$ cat config.mk
export PLATFORM = sky130hd
export DESIGN_NAME = nmi_svc_timer
export DESIGN_NICKNAME = d
export VERILOG_FILES = /design/src/rtl/nst_pkg.sv /design/src/rtl/nst_suspend_gate.sv /design/src/rtl/nst_limit_reg.sv /design/src/rtl/nst_count_core.sv /design/src/rtl/nmi_svc_timer.sv
export SDC_FILE = /design/constraint.sdc
export NUM_CORES = 1
export LEC_CHECK = 0
export BUFFER_PORTS_ARGS = -buffer_cell sky130_fd_sc_hd__clkbuf_2
export CORE_MARGIN = 2
export CORE_UTILIZATION = 40
export DETAILED_ROUTE_END_ITERATION = 7
export PLACE_DENSITY = 0.64
export SLEW_MARGIN = 30
export SYNTH_ARGS = -nofsm -noshare
export SYNTH_HDL_FRONTEND = slang
export SYNTH_SLANG_ARGS = --single-unit
$ cat constraint.sdc
create_clock -name clk -period 5 [get_ports clk]
set_clock_uncertainty 0.05 [all_clocks]
set_input_delay 0.25 -clock clk [delete_from_list [all_inputs] [get_ports clk]]
set_output_delay 0.25 -clock clk [all_outputs]
set_load 0.005 [all_outputs]
$ cat src/rtl/nst_pkg.sv
package nst_pkg;
  // Counter gating decision derived from the debug-state inputs
  typedef enum logic [1:0] {
    GATE_RUN  = 2'd0,
    GATE_HALT = 2'd1,
    GATE_STEP = 2'd2
  } gate_e;
endpackage

$ cat src/rtl/nst_suspend_gate.sv
module nst_suspend_gate
  import nst_pkg::*;
(
  input  logic  halt_i,
  input  logic  free_i,
  input  logic  rtss_i,
  input  logic  rtfree_i,
  output gate_e gate_o,
  output logic  run_o
);
  // Single-step wins over everything; either free mode overrides a halt.
  always_comb begin
    if (rtss_i)                gate_o = GATE_STEP;
    else if (free_i || rtfree_i) gate_o = GATE_RUN;
    else if (halt_i)           gate_o = GATE_HALT;
    else                       gate_o = GATE_RUN;
  end

  assign run_o = (gate_o == GATE_RUN);
endmodule

$ cat src/rtl/nst_limit_reg.sv
module nst_limit_reg #(
  parameter int W = 16
) (
  input  logic         clk,
  input  logic         rst,
  input  logic         wr_en_i,
  input  logic         wr_unlock_i,
  input  logic [W-1:0] wr_data_i,
  output logic         wr_acc_o,
  output logic [W-1:0] limit_o
);
  localparam logic [W-1:0] LIMIT_RST = {W{1'b1}};

  assign wr_acc_o = wr_en_i & wr_unlock_i;

  always_ff @(posedge clk) begin
    if (rst)           limit_o <= LIMIT_RST;
    else if (wr_acc_o) limit_o <= wr_data_i;
  end
endmodule

$ cat src/rtl/nst_count_core.sv
module nst_count_core #(
  parameter int W = 16
) (
  input  logic         clk,
  input  logic         rst,
  input  logic         pend_i,
  input  logic         run_i,
  input  logic         wr_acc_i,
  input  logic [W-1:0] wr_data_i,
  input  logic [W-1:0] limit_i,
  output logic [W-1:0] count_o,
  output logic         req_o
);
  localparam logic [W-1:0] ONE = {{(W-1){1'b0}}, 1'b1};

  logic         advance;
  logic         hit_reach;
  logic         hit_force;
  logic         fire;
  logic [W-1:0] count_nx;

  always_comb begin
    advance   = pend_i & run_i;
    hit_reach = advance && (count_o == limit_i);
    hit_force = pend_i && wr_acc_i && (wr_data_i == count_o);
    fire      = hit_reach | hit_force;
    if (!pend_i)      count_nx = '0;
    else if (fire)    count_nx = '0;
    else if (advance) count_nx = count_o + ONE; // natural wrap at the top
    else              count_nx = count_o;
  end

  always_ff @(posedge clk) begin
    if (rst) begin
      count_o <= '0;
      req_o   <= 1'b0;
    end else begin
      count_o <= count_nx;
      req_o   <= fire;
    end
  end
endmodule

$ cat src/rtl/nmi_svc_timer.sv
module nmi_svc_timer #(
  parameter int W = 16
) (
  input  logic         clk,
  input  logic         rst,
  input  logic         pend_i,
  input  logic         wr_en_i,
  input  logic         wr_unlock_i,
  input  logic [W-1:0] wr_data_i,
  input  logic         dbg_halt_i,
  input  logic         dbg_free_i,
  input  logic         dbg_rtss_i,
  input  logic         dbg_rtfree_i,
  output logic         rst_req_o,
  output logic [W-1:0] count_o,
  output logic [W-1:0] limit_o
);
  import nst_pkg::*;

  gate_e gate;
  logic  run;
  logic  wr_acc;

  nst_suspend_gate u_gate (
    .halt_i   (dbg_halt_i),
    .free_i   (dbg_free_i),
    .rtss_i   (dbg_rtss_i),
    .rtfree_i (dbg_rtfree_i),
    .gate_o   (gate),
    .run_o    (run)
  );

  nst_limit_reg #(.W(W)) u_limit (
    .clk         (clk),
    .rst         (rst),
    .wr_en_i     (wr_en_i),
    .wr_unlock_i (wr_unlock_i),
    .wr_data_i   (wr_data_i),
    .wr_acc_o    (wr_acc),
    .limit_o     (limit_o)
  );

  nst_count_core #(.W(W)) u_core (
    .clk       (clk),
    .rst       (rst),
    .pend_i    (pend_i),
    .run_i     (run),
    .wr_acc_i  (wr_acc),
    .wr_data_i (wr_data_i),
    .limit_i   (limit_o),
    .count_o   (count_o),
    .req_o     (rst_req_o)
  );
endmodule

### Word-level counts from Yosys, hierarchy flattened

Index checks and enable logic that the tools add are counted.

| storage, ports and cells | value |
|---|---|
| logic and storage cells | 19 |
| flip-flop bits (word level) | 33 |
| output and inout port bits | 33 |
| input port bits | 25 |

| operators by class | value |
|---|---|
| eq/ne operators | 2 |
| mux-type cells | 3 |
| add/sub/neg operators | 1 |
| bitwise logic cells | 4 |
| reduce and logical (&&, ||, !) cells | 6 |

Operators by type and width:

| operator | count |
|---|---|
| $eq 16x16->1 | 2 |
| $add 16x1->16 const B | 1 |
| $mux 2 | 2 |
| $logic_and 1x1->1 | 3 |
| $reduce_or 3->1 | 1 |
| $and 1x1->1 | 2 |
| $logic_not 2->1 | 1 |
| $logic_or 1x1->1 | 1 |
| $mux 1 | 1 |
| $not 1->1 | 1 |
| $or 1x1->1 | 1 |

### Depth between registers and ports, before layout

Gate-level depths: netlist (run 1).

| logic depth | value |
|---|---|
| word-level depth | 8 |
| mapped depth | 7 |
| gate-level depth less buffers | 6 |

### By module

A second synthesis (run 1) with hierarchy kept.

| second synthesis, totals | value |
|---|---|
| cell total of the unflattened synthesis | 188 |
| area, all modules | 1,861.8 µm² |

Modules (own cells, without submodules):

| module | instances | cells an instance | area an instance (µm²) | sequential area each (µm²) |
|---|---|---|---|---|
| nst_count_core | 1 | 129 | 1,232.4 | 340.3 |
| nst_limit_reg | 1 | 55 | 598.1 | 320.3 |
| nst_suspend_gate | 1 | 4 | 31.3 | 0.0 |

### Worst setup path after synthesis (run 1)

OpenSTA, ideal clock, no wires.

| timing path | value |
|---|---|
| path type | flip-flop to flip-flop |
| from | register u_core.count_o[1] |
| to | register u_core.count_o[8] |
| cell stages (with the launch flop) | 7 |
| setup slack | 3,370 ps |
| arrival | 1,464 ps |
| path buffers | 0 |
| library setup time | 116 ps |
| path through | dfxtp_1 -> ha_1 -> nand3b_1 -> nor3_1 -> and3_1 -> xnor2_1 -> nor2_1 |

| between the ends | value |
|---|---|
| cells in the longest elaborated chain, start to end | 4 |

Ends and longest elaborated chain:

| element | RTL line | source |
|---|---|---|
| start, declared | nst_count_core.sv:11 | `output logic [W-1:0] count_o,` |
| start signal, assigned | nst_count_core.sv:38 | `count_o <= count_nx;` |
| branches (longest 4 deep; another with $add 16x1->16) | - |  |

Parallel ways; which one is timed is not known.
A chain may end at the register's enable or synchronous reset.

### Worst setup path after layout (run 1)

| timing path | value |
|---|---|
| from | register u_core.count_o[7] |
| to | register u_core.count_o[0] |

| between the ends | value |
|---|---|
| cells in the longest elaborated chain, start to end | 4 |

Ends and longest elaborated chain:

| element | RTL line | source |
|---|---|---|
| $eq 16x16->1 (on tied branches) | nst_count_core.sv:24, nst_count_core.sv:25 |  |
| $logic_and 1x1->1 (on tied branches) | nst_count_core.sv:24, nst_count_core.sv:25 |  |
| $or 1x1->1 (*) | nst_count_core.sv:26 | `fire = hit_reach \| hit_force;` |
| $reduce_or 3->1 (no line) (*) | - |  |

Every way passes the cells marked *; elsewhere a longest branch is shown, timed or not.

==> qor.yml, run 1 <==
status: "finished, final reports clean"
diodes: 0
syn_to_final_growth_pct: 21.71
grt_overflow: 0
maxSlewViolCount: 0
cts_resized: 0
syn_nets: 212
core_region_area_um2: 4324
critPathTopFamily: "simple AND/OR/NAND/NOR gates"
cts_buffer_depth: 2
dieWidth_um: 70.72
globalplace.congestion: 0.8044
rr_worst_depth: 5
crit_chain: "xor2_1 > nor4_1 > nand2_1 > o221ai_4 > nor2_1"
first_pass_iters: 4
yosys-top-cells-count: "xor2_1, dfxtp_1, and3_1"
cts-buffers-inserted: 5
synth-main-ff-cell: "dfxtp_1"
wl_per_cell_um: 15.18
cts_max_level: 2
initial_utilization_pct: 41.17
finalCritPeriodShare_pct: 42.44
cp_max_fo: 16
drc_errors: 0
dieArea_um2: 5001
hold_violations: 0
std_cell_rows: 24
worstReg2RegStart: "u_core.count_o[7]$_SDFFE_PP0P_"
cts_root_buffer: "clkbuf_8"
fp.dieH_um: 70.72
holdBufCountCts: 0
setup_viol: 0
ioPinCount: 58
worst_hold_slack_ps: 261.8
crit_slowest_cell: "dfxtp_1"
ff2ff_setup_slack_ps: 2880
synth-seq-cells: 33
ys_types: 29
cp-start-kind: "flop"
hold_depth: 3
worst_pin_slew_ps: 646.3
power-per-cell-area_nw_per_um2: 276.4
avgSynthCellArea_um2: 9.572
postCtsSetupBuffers: 0
drive_gt1_share_pct: 30.13
slew_headroom_pct: 56.58
final_area_um2: 2167
post-dp-hpwl_um: 3272
clock_latency_ps: 290
nNetsFinal: 264
regToRegEndpoint: "u_core.count_o[0]$_SDFFE_PP0P_"
postPlaceCellArea_um2: 2052
worst-path-stages: 5
ys_seq_area_share_pct: 37.10
max_stage_delay_ps: 520
hold_class: "in2reg"
grt_pass1_vias: 1492
synth_area_um2: 1780
antenna_found_initial: 0
netlist.area_leader.share_pct: 37.10
leakagePower_nw: 0.9667
detail_route.vias_per_cell: 5.261
worst-setup-path-type: "reg2reg"
rsz0062_at_grt: "false"
clock.fmax_mhz: 471.3
cts_tree: "built"
cap_violations: 0
portBuffers: 57
post-place-ws_ps: 2734
synth_top_cells_by_area: "dfxtp_1, xor2_1, a211o_1"
peakVddDrop_v: 0.0001141
synth_most_common_cell: "xor2_1"
grt_max_degree: 19
hold_path_end: "u_limit.limit_o[9]$_SDFFE_PP1N_"
setup_ws_ps: 2878
cp-end-kind: "flop"
track_usage_pct: 17.89
setup_tns_ps: 0
netlist_instances: 186
initialDrtViolationCount: 65
cts_sinks: 33
synth_warnings: 0
cp_data_arrival_time_ps: 2230
min_from: "wr_data_i[9]"
async_flop_share_pct: 0
min_period_ps: 2122
synth_edf_count: 0
ant_nets: 0
fillCellCount: 447
crit_buf_inv: 0
drt-total-wl_um: 4417
required_ps: 5110
grt_pass1_wl_um: 7107
yosys.area.top_type: "dfxtp_1"
clk_pin_slew_ps: 80
routed-via-count: 1531
final cells by class:
class	instances	area [um^2]	share of cell area, %
clock buffers	5	68.82	3.176
clock inverters	3	46.29	2.136
multi-input cells	141	1041	48.04
flip-flops and latches	33	660.6	30.48
well taps	52	65.06	3.002
repair buffers	57	285.3	13.16
routing by layer:
layer | wire, um | vias up | GRT usage, %
met2 | 1963 | 46 | 28.25
met3 | 274 | 7 | 4.701
met5 | 0 | - | 0
li1 | - | 754 | -
met1 | 2123 | 724 | 24.18
met4 | 57 | 0 | 5.241
flip-flops by register name, indices dropped and copies added (netlist names):
signal,cells
u_core.req_o,1
u_core.count_o,16
u_limit.limit_o,16
tightest hold or removal path: stages:
cell      delay (ps)
clkbuf_2          90
and3_1           140
a211o_1           90
stage by stage:
step	utilization, %	power [mW]	instances
final	50.12	0.5989	291
after global routing	50.12	0.6188	291
after CTS	50.12	0.6010	291
after detailed placement	47.45	0.3481	283
after global placement	47.45	0.3476	283
after floorplan	-	0.3200	186
kinds of logic (layout without fill, tap and decap cells):
kind of cell	count (synthesis)	count (layout)	share of synthesized area [%]
simple gates	74	74	24.17
compound gates	18	18	9.909
buf+inv	12	65	4.426
xor+xnor	47	47	23.12
flops	33	33	37.10
fa+ha+maj	1	1	0.7026
mux	1	1	0.5622
how the worst max path moves through the flow:
stage                                    from                               to  slack [ps]
6_report       u_core.count_o[7]$_SDFFE_PP0P_   u_core.count_o[0]$_SDFFE_PP0P_        2880
5_1_grt        u_core.count_o[7]$_SDFFE_PP0P_  u_core.count_o[12]$_SDFFE_PP0P_        2810
4_1_cts        u_core.count_o[7]$_SDFFE_PP0P_   u_core.count_o[4]$_SDFFE_PP0P_        2910
3_5_place_dp                          wr_en_i   u_core.count_o[4]$_SDFFE_PP0P_        2730
3_3_place_gp                          wr_en_i   u_core.count_o[4]$_SDFFE_PP0P_        2880
2_1_floorplan  u_core.count_o[1]$_SDFFE_PP0P_   u_core.count_o[8]$_SDFFE_PP0P_        3370
report_power, final:
group          switching, mW  total, mW  internal (mW)
logic                 0.0310     0.0614         0.0304
clock network          0.107      0.257          0.149
registers            0.00907      0.281          0.272
cell usage in the layout (no fill, tap or decap):
master	netlist	routed
nor2_1	17	17
ha_1	1	1
nand4_1	3	3
nor3_1	3	3
o221ai_4	1	1
nor4_2	2	2
nand2_1	7	7
xnor2_1	10	10
o22a_2	1	1
dfxtp_1	33	33
nand4b_1	1	1
nand3b_1	2	2
nor4_1	5	5
nor3b_1	1	1
and2_1	1	1
nor2b_1	1	1
bufinv_16	0	1
nor2_2	1	1
and4_1	3	3
nor3b_2	2	2
xor2_1	37	37
clkbuf_8	0	5
clkinv_4	0	1
clkbuf_2	2	57
a211o_1	16	16
and3_1	19	19
nand3_1	6	6
clkinvlp_4	0	1
mux2i_1	1	1
Power figures use the tool's default switching activity.
==> inputs of run 2 (changes only) <==
==> constraint.sdc (replaced) <==
create_clock -name clk -period 2.05 [get_ports clk]
set_clock_uncertainty 0.05 [all_clocks]
set_input_delay 0.1025 -clock clk [delete_from_list [all_inputs] [get_ports clk]]
set_output_delay 0.1025 -clock clk [all_outputs]
set_load 0.005 [all_outputs]
==> qor.yml, run 2 (synthesis results as in run 1) <==
postCtsSetupBuffers: 0  # unchanged
grt_util_met2_pct: 28.25  # unchanged
cts_resized: 0  # unchanged
holdBufCountCts: 0  # unchanged
status: "finished, final reports clean"  # unchanged
worst_hold_slack_ps: 114.6  # was 261.8 ps
crit_buf_inv: 1  # was 0
grt_use_met3_pct: 4.986  # was 4.701%
busiest_layer: "met2"  # unchanged
drt-total-wl_um: 4394  # was 4417 um
cts_root_buffer: "clkbuf_8"  # unchanged
cts_sinks: 33  # unchanged
cts_max_level: 2  # unchanged
gr-usage-met1_pct: 23.70  # was 24.18%
clock_latency_ps: 280  # was 290 ps
initial_utilization_pct: 41.17  # unchanged
crit_chain: "xor2_1 > nor4_1 > nand3_1 > o221ai_4 > buf_12 > nor2_1"  # was xor2_1 > nor4_1 > nand2_1 > o221ai_4 > nor2_1
diodes: 0  # unchanged
syn_to_final_growth_pct: 23.54  # was 21.71%
hold_violations: 0  # unchanged
initialDrtViolationCount: 68  # was 65
dieArea_um2: 5001  # unchanged
min_period_ps: 1751  # was 2122 ps
setup_tns_ps: 0  # unchanged
cap_violations: 0  # unchanged
first_pass_iters: 4  # unchanged
finalCritPeriodShare_pct: 85.43  # was 42.44%
ff2ff_setup_slack_ps: 300  # was 2880 ps
detail_route.vias_per_cell: 5.205  # was 5.261
core_region_area_um2: 4324  # unchanged
final_common_cell: "clkbuf_2"  # unchanged
cts_tree: "built"  # unchanged
cp_data_arrival_time_ps: 1880  # was 2230 ps
cts-buffers-inserted: 5  # unchanged
final_cell_mix: "clkbuf_2, xor2_1, dfxtp_1"  # unchanged
placedCellCount: 290  # was 283
globalplace.congestion: 0.8037  # was 0.8044
fillCellCount: 449  # was 447
clk_pin_slew_ps: 70  # was 80 ps
track_usage_pct: 17.86  # was 17.89%
clock.fmax_mhz: 571.0  # was 471.3 MHz
setup_ws_ps: 298.6  # was 2878 ps
reg_top3: "u_core.count_o x16, u_limit.limit_o x16, u_core.req_o x1"  # unchanged
regToRegEndpoint: "u_core.count_o[7]$_SDFFE_PP0P_"  # was u_core.count_o[0]$_SDFFE_PP0P_
cp-start-kind: "flop"  # unchanged
worst_pin_slew_ps: 381.3  # was 646.3 ps
power-per-cell-area_nw_per_um2: 596.7  # was 276.4 nW/um^2
cts_buffer_depth: 2  # unchanged
hold_path_end: "u_limit.limit_o[5]$_SDFFE_PP1N_"  # was u_limit.limit_o[9]$_SDFFE_PP1N_
ant_nets: 0  # unchanged
p_total_mw: 1.313  # was 0.5989 mW
wl_per_cell_um: 14.74  # was 15.18 um
hold_class: "in2reg"  # unchanged
worst-setup-path-type: "reg2reg"  # unchanged
fin_cells: 298  # was 291
post-place-ws_ps: 322.5  # was 2734 ps
fp.dieH_um: 70.72  # unchanged
maxSlewViolCount: 0  # unchanged
nNetsFinal: 271  # was 264
rsz0062_at_grt: "false"  # unchanged
grt_pass1_wl_um: 7093  # was 7107 um
slew_headroom_pct: 74.58  # was 56.58%
min_from: "wr_data_i[5]"  # was wr_data_i[9]
cp_max_fo: 16  # unchanged
cp-end-kind: "flop"  # unchanged
setup_viol: 0  # unchanged
leakagePower_nw: 0.9988  # was 0.9667 nW
regArea_um2: 660.6  # unchanged
max_stage_delay_ps: 510  # was 520 ps
drive_gt1_share_pct: 31.71  # was 30.13%
routed-via-count: 1551  # was 1531
drc_errors: 0  # unchanged
post-dp-hpwl_um: 3341  # was 3272 um
worstReg2RegStart: "u_core.count_o[2]$_SDFFE_PP0P_"  # was u_core.count_o[7]$_SDFFE_PP0P_
dieWidth_um: 70.72  # unchanged
utilization_pct: 50.87  # was 50.12%
hold_depth: 3  # unchanged
std_cell_rows: 24  # unchanged
required_ps: 2180  # was 5110 ps
crit_slowest_cell: "dfxtp_1"  # unchanged
antenna_found_initial: 0  # unchanged
multi_input_area_um2: 1041  # unchanged
portBuffers: 57  # unchanged
critPathTopFamily: "simple AND/OR/NAND/NOR gates"  # unchanged
rr_worst_depth: 6  # was 5
peakVddDrop_v: 0.0003477  # was 0.0001141 V
ioPinCount: 58  # unchanged
final_area_um2: 2200  # was 2167 um^2
grt_overflow: 0  # unchanged
postPlaceCellArea_um2: 2117  # was 2052 um^2
grt_pass1_vias: 1453  # was 1492
grt_max_degree: 19  # unchanged
[run 2: cell types whose count changed in the layout (fill, tap and decap cells not counted), sizes merged]
cell,change
buf,+7
clkbuf,+1
clkinvlp,-1
clkinv,+1
bufinv,-1
[run 2: worst max-delay path by stage]
stage	slack, ps	endpoint	start	cells after the start
after CTS	300	u_core.count_o[7]$_SDFFE_PP0P_	u_core.count_o[2]$_SDFFE_PP0P_	6
after global placement	340	u_core.count_o[7]$_SDFFE_PP0P_	u_core.count_o[2]$_SDFFE_PP0P_	6
after detailed placement	320	u_core.count_o[7]$_SDFFE_PP0P_	u_core.count_o[2]$_SDFFE_PP0P_	6
final	300	u_core.count_o[7]$_SDFFE_PP0P_	u_core.count_o[2]$_SDFFE_PP0P_	6
after global routing	150	u_core.count_o[7]$_SDFFE_PP0P_	u_core.count_o[3]$_SDFFE_PP0P_	6
after floorplan	420	u_core.count_o[8]$_SDFFE_PP0P_	u_core.count_o[1]$_SDFFE_PP0P_	6
[run 2: routing by layer]
metal / vias up / share of wire (%)
li1: 771 / -
met1: 724 / 48
met2: 48 / 45
met3: 8 / 5.7
met4: 0 / 1.6
met5: - / 0
[run 2: area by class of cell]
type / count / share of cell area (%)
tap: 52 / 2.958
clock inverter: 2 / 0.4551
timing repair buffer: 64 / 15.93
sequential: 33 / 30.03
multi-input combinational: 141 / 47.33
clock buffer: 6 / 3.299
[run 2: where the power goes]
part	internal, mW	switching, mW
clock	0.235	0.233
sequential	0.664	0.0229
combinational	0.0803	0.0777
total	0.979	0.334
[run 2: worst reg2reg max path: stages (launching register included)]
cell and delay [ps]:
dfxtp_1 510, xor2_1 110, nor4_1 310, nand3_1 210, o221ai_4 240, buf_12 170, nor2_1 50
